### src/rtl/svl_pkg.sv
package svl_pkg;
  localparam int unsigned SYNC_DEPTH = 2;

  typedef struct packed {
    logic data;
    logic clk_lvl;
    logic stb_lvl;
  } sync_bus_t;
endpackage

### src/rtl/svl_sync.sv
module svl_sync #(
  parameter int unsigned DEPTH = svl_pkg::SYNC_DEPTH
) (
  input  logic clk,
  input  logic rst,
  input  logic async_in,
  output logic level
);
  logic [DEPTH-1:0] chain;

  genvar g;
  generate
    for (g = 0; g < DEPTH; g++) begin : g_stage
      if (g == 0) begin : g_first
        always_ff @(posedge clk) chain[g] <= rst ? 1'b0 : async_in;
      end else begin : g_rest
        always_ff @(posedge clk) chain[g] <= rst ? 1'b0 : chain[g-1];
      end
    end
  endgenerate

  assign level = chain[DEPTH-1];
endmodule

### src/rtl/svl_shift.sv
module svl_shift #(
  parameter int unsigned W = 8
) (
  input  logic         clk,
  input  logic         rst,
  input  logic         advance,
  input  logic         din,
  output logic [W-1:0] q
);
  function automatic logic [W-1:0] step(input logic [W-1:0] cur, input logic bit_in);
    step = {cur[W-2:0], bit_in};
  endfunction

  always_ff @(posedge clk) begin
    if (rst)          q <= '0;
    else if (advance) q <= step(q, din);
  end
endmodule

### src/rtl/svl_latch.sv
module svl_latch #(
  parameter int unsigned W = 8
) (
  input  logic         clk,
  input  logic         rst,
  input  logic         open_i,
  input  logic [W-1:0] d,
  output logic [W-1:0] q
);
  logic [W-1:0] held;

  assign q = open_i ? d : held;

  always_ff @(posedge clk) begin
    if (rst) held <= '0;
    else     held <= q;
  end
endmodule

### src/rtl/svl_driver.sv
module svl_driver #(
  parameter int unsigned W = 8
) (
  input  logic         clk,
  input  logic         rst,
  input  logic         ser_in,
  input  logic         shift_clk,
  input  logic         strobe,
  input  logic         out_off,
  output logic [W-1:0] drv_n,
  output logic         ser_out,
  output logic         ripple_warn
);
  import svl_pkg::*;

  sync_bus_t    sb;
  logic         clk_prev;
  logic         shift_rise;
  logic         stb_s;
  logic [W-1:0] sr_q;
  logic [W-1:0] lat_q;

  function automatic logic [W-1:0] pin_levels(input logic [W-1:0] lat, input logic off);
    pin_levels = off ? {W{1'b1}} : ~lat;
  endfunction

  svl_sync #(.DEPTH(SYNC_DEPTH)) u_sync_d (.clk(clk), .rst(rst), .async_in(ser_in),    .level(sb.data));
  svl_sync #(.DEPTH(SYNC_DEPTH)) u_sync_c (.clk(clk), .rst(rst), .async_in(shift_clk), .level(sb.clk_lvl));
  svl_sync #(.DEPTH(SYNC_DEPTH)) u_sync_s (.clk(clk), .rst(rst), .async_in(strobe),    .level(sb.stb_lvl));

  always_ff @(posedge clk) clk_prev <= rst ? 1'b0 : sb.clk_lvl;

  assign shift_rise = sb.clk_lvl & ~clk_prev;
  assign stb_s      = sb.stb_lvl;

  svl_shift #(.W(W)) u_shift (
    .clk(clk), .rst(rst), .advance(shift_rise), .din(sb.data), .q(sr_q)
  );

  svl_latch #(.W(W)) u_latch (
    .clk(clk), .rst(rst), .open_i(stb_s), .d(sr_q), .q(lat_q)
  );

  assign drv_n       = pin_levels(lat_q, out_off);
  assign ser_out     = sr_q[W-1];
  assign ripple_warn = shift_rise & stb_s & ~out_off;
endmodule

### config.mk
export PLATFORM = sky130hd
export DESIGN_NAME = svl_driver
export DESIGN_NICKNAME = d
export VERILOG_FILES = /design/src/rtl/svl_pkg.sv /design/src/rtl/svl_sync.sv /design/src/rtl/svl_shift.sv /design/src/rtl/svl_latch.sv /design/src/rtl/svl_driver.sv
export SDC_FILE = /design/constraint.sdc
export NUM_CORES = 1
export LEC_CHECK = 0
export BUFFER_PORTS_ARGS = -buffer_cell sky130_fd_sc_hd__buf_2
export CORE_AREA = 10 10 56 58
export CTS_BUF_LIST = sky130_fd_sc_hd__clkbuf_8 sky130_fd_sc_hd__clkbuf_16
export DETAILED_ROUTE_END_ITERATION = 10
export DIE_AREA = 0 0 66 68
export SYNTH_ARGS = -nofsm -noshare
export SYNTH_HDL_FRONTEND = slang
export SYNTH_HIERARCHICAL = 1
export SYNTH_SLANG_ARGS = --single-unit
### constraint.sdc
create_clock -name clk -period 1.52 [get_ports clk]
set_input_delay 0.304 -clock clk [delete_from_list [all_inputs] [get_ports clk]]
set_output_delay 0.304 -clock clk [all_outputs]
set_load 0.005 [all_outputs]
==> Flow_metrics.wiki <==
{| class="wikitable"
! Metric !! Value
|-
| Final core utilization || 0.493
|-
| Ys Warns || 6
|-
| Cell with the most instances after synthesis || sky130_fd_sc_hd__dfxtp_1
|-
| Launch point of the worst reg-to-reg path || u_sync_c/level$_SDFF_PP0_
|-
| H-tree levels || 1
|-
| Placed wire-length estimate || 1.02 mm
|-
| Post-synthesis register bit count || 23
|-
| Number of cells on the worst reg-to-reg path || 4
|-
| Violations in the final reports || negative setup slack
|-
| Overflow left after global routing || 0
|-
| Least setup slack across all paths after layout || -7.40 ps
|-
| Number of buffers between clock root and the deepest sink || 2
|-
| FMAX || 655 MHz
|-
| Count of inserted antenna diode cells || 0
|-
| Std-Cell Rows || 17
|-
| Layout cells sized above 1 || 0.333
|-
| Setup repair after global routing missed its margin || yes
|-
| Clock latency of the later-clocked register in the worst-skew pair || 260 ps
|-
| Avg Inst Size Synth || 11.7 um2
|-
| Iteration-0 DRC Markers || 14
|-
| Portion of synthesized cell area occupied by the leading cell type || 0.523
|-
| Number of antenna violations at the first check in global routing || 0
|-
| Worst voltage drop across the vdd grid || 596 uV
|-
| Clock network fraction of design power || 0.359
|-
| Starting density of the core || 0.418
|-
| Number of global-route vias before repair || 566
|-
| CTS root buf || sky130_fd_sc_hd__clkbuf_8
|-
| CTS buffer count || 3
|-
| Crit Path Category || register to primary output
|-
| MaxCap Viol Count || 0
|-
| Critical path data required time || 1220 ps
|-
| Routability Congestion || 0.672
|-
| Post-synthesis sequential area ratio || 0.523
|-
| Core ar. || 2110 um2
|-
| Antenna violation net count after detailed routing || 0
|-
| Worst min-delay path class || input port to register
|-
| Synth cell count leaders || 23 x sky130_fd_sc_hd__dfxtp_1, 16 x sky130_fd_sc_hd__nor2b_1
|-
| Number of cells produced by synthesis || 75
|-
| Filler cell count || 201
|-
| Critical Path Sink Type || primary output
|-
| Number of vias in the routed layout || 531
|-
| Post-layout instance count excluding filler cells || 121
|-
| P_sw || 0.212 mW
|-
| Count of unresolved DRC violations after routing || 0
|-
| Ratio of total power to cell area || 991 nW/um2
|-
| Post-detailed-routing wire length || 1.45 mm
|-
| Type of element launching the critical path || register
|-
| Internal power contribution || 0.817 mW
|-
| Most used DFF post-synth || sky130_fd_sc_hd__dfxtp_1
|-
| Leak pwr || 0.405 nW
|-
| Slew HR || 0.737
|-
| GR Util All Layers || 0.0713
|-
| Final routed wire length divided by cell count || 12.0 um
|-
| Fraction of power consumed by sequential logic || 0.596
|-
| Sw Ratio || 0.206
|-
| Synthesis-to-layout area growth || 18.1%
|-
| Hold path startpoint || strobe
|-
| Slew @ Worst Pin || 394 ps
|-
| End point of the most critical hold path || u_sync_s/chain[0]$_SDFF_PP0_
|-
| Port-buffer cells || 15
|-
| Top cells by area in the synthesized netlist || sky130_fd_sc_hd__dfxtp_1 52%, sky130_fd_sc_hd__mux2_4 14%, sky130_fd_sc_hd__nor2b_1 11%
|-
| Mapped cell area || 880 um2
|-
| Pin count of the biggest net entering global routing || 24
|-
| R2R Setup Slk || 480 ps
|-
| Number of nets produced by synthesis || 81
|-
| Post-route design area || 1040 um2
|-
| Synth unique cells || 9
|-
| Async set or reset register ratio after synthesis || 0
|-
| Logic gate share of total power || 0.045
|-
| Iteration count of the initial detailed-routing pass || 3
|-
| Layout Nets || 100
|-
| Minimum clock period after layout || 1530 ps
|-
| Slew Viols, Final || 0
|-
| Die ar. || 4490 um2
|-
| Vias per Instance || 4.39
|-
| Number of sinks driven by the clock tree || 23
|-
| Width of the chip || 66 um
|-
| Total setup buffers inserted after CTS || 0
|-
| Tot Pwr || 1.03 mW
|-
| Tcrit/Tclk final || 1.00
|-
| Cell area reported after detailed placement || 991 um2
|-
| Worst R2R End || u_shift/q[5]$_SDFFE_PP0P_
|-
| Worst endpoint data arrival time || 1220 ps
|-
| Critical path peak fanout || 9
|-
| Clock Skew || 4.49 ps
|-
| Biggest area consumer among synthesized cells || sky130_fd_sc_hd__dfxtp_1
|-
| Die H || 68 um
|-
| Number of enable-type register cells in the synthesized netlist || 0
|-
| TritonCTS clock tree || yes
|-
| Number of cells on the worst hold path || 2
|-
| Run status || complete, but fails checks
|-
| Placed cells || 117
|-
| Final hold violation count || 0
|-
| Ports placed on the boundary || 16
|-
| Total setup violations reported at the end of the flow || 3
|-
| First-pass GRT wire length || 2.54 mm
|-
| Clock transition at the register clock pins on the worst setup and hold paths after CTS || 80 ps
|}
-- flip-flops by register name, indices dropped and copies added (netlist names) --
signal / count
clk_prev: 1
u_sync_c/chain: 1
u_sync_d/level: 1
u_latch/held: 8
u_sync_s/level: 1
u_sync_d/chain: 1
u_shift/q: 8
u_sync_c/level: 1
u_sync_s/chain: 1
-- worst max-delay path, stage by stage (launching register included) --
cell and delay (ps):
sky130_fd_sc_hd__dfxtp_2 350, sky130_fd_sc_hd__buf_12 140, sky130_fd_sc_hd__mux2_4 300, sky130_fd_sc_hd__nand2b_1 70
sky130_fd_sc_hd__buf_2 110
-- cell usage in the layout (no fill, tap or decap) --
| cell | n |
|---|---|
| sky130_fd_sc_hd__dfxtp_1 | 22 |
| sky130_fd_sc_hd__mux2_4 | 8 |
| sky130_fd_sc_hd__buf_12 | 1 |
| sky130_fd_sc_hd__mux2i_1 | 8 |
| sky130_fd_sc_hd__buf_4 | 1 |
| sky130_fd_sc_hd__and4bb_2 | 1 |
| sky130_fd_sc_hd__nor2b_1 | 16 |
| sky130_fd_sc_hd__nand2b_1 | 8 |
| sky130_fd_sc_hd__clkbuf_8 | 3 |
| sky130_fd_sc_hd__clkinv_2 | 1 |
| sky130_fd_sc_hd__nor2_1 | 8 |
| sky130_fd_sc_hd__dfxtp_2 | 1 |
| sky130_fd_sc_hd__buf_2 | 15 |
-- cell families after synthesis --
| group | Yosys count | synth area share |
|---|---|---|
| buffers and inverters | 3 | 0.0299 |
| flip-flops | 23 | 0.523 |
| multiplexers | 16 | 0.228 |
| AND/OR/NAND/NOR | 33 | 0.219 |
-- per-layer routing --
| layer | vias up | global-route usage | share of wire |
|---|---|---|---|
| met5 | - | 0 | 0 |
| met3 | 2 | 0.0245 | 0.048 |
| li1 | 277 | - | - |
| met4 | 0 | 0.0393 | 0.0069 |
| met2 | 10 | 0.109 | 0.45 |
| met1 | 242 | 0.0866 | 0.50 |
-- how the worst max path moves through the flow --
stage / cells after the start / slack, ps / startpoint / endpoint
6_report: 4 / -7 / u_sync_s/level$_SDFF_PP0_ / drv_n[3]
5_1_grt: 4 / -70 / u_sync_s/level$_SDFF_PP0_ / drv_n[0]
3_5_place_dp: 4 / 240 / u_sync_s/level$_SDFF_PP0_ / drv_n[3]
4_1_cts: 4 / -20 / u_sync_s/level$_SDFF_PP0_ / drv_n[3]
3_3_place_gp: 4 / 250 / u_sync_s/level$_SDFF_PP0_ / drv_n[0]
2_1_floorplan: 3 / 380 / u_sync_s/level$_SDFF_PP0_ / drv_n[0]
-- stage by stage --
stage / worst slack [ps] / TNS (ps) / hold slack (ps)
finish: -7.40 / -8.87 / 249
global route: -72.6 / -472 / 250
CTS: -23.9 / -114 / 245
detailed placement: 243 / 0 / 429
global placement: 252 / 0 / 417
floorplan: 378 / 0 / 376
-- cell type report --
| class | count | area, um2 | share of cell area |
|---|---|---|---|
| Clock buffer | 3 | 41.3 | 0.0398 |
| Tap cell | 28 | 35.0 | 0.0337 |
| Sequential cell | 23 | 462 | 0.445 |
| Clock inverter | 1 | 5.00 | 0.00482 |
| Timing Repair Buffer | 17 | 103 | 0.0988 |
| Multi-Input combinational cell | 49 | 393 | 0.378 |
-- timing repair --
item,4_1_cts,5_1_grt
endpoints found under the setup margin,8,8
pin swaps,0,0
resized for setup,1,0
hold buffers,0,0
-- power by group through the flow --
stage                     sequential (mW)  clock (mW)  combinational (mW)
after global routing                0.614       0.397              0.0518
final                               0.613       0.369              0.0467
after CTS                           0.614       0.379              0.0481
after global placement              0.627           0              0.0471
after floorplan                     0.627           0              0.0293
after detailed placement            0.628           0              0.0477
Power figures use the tool's default switching activity.
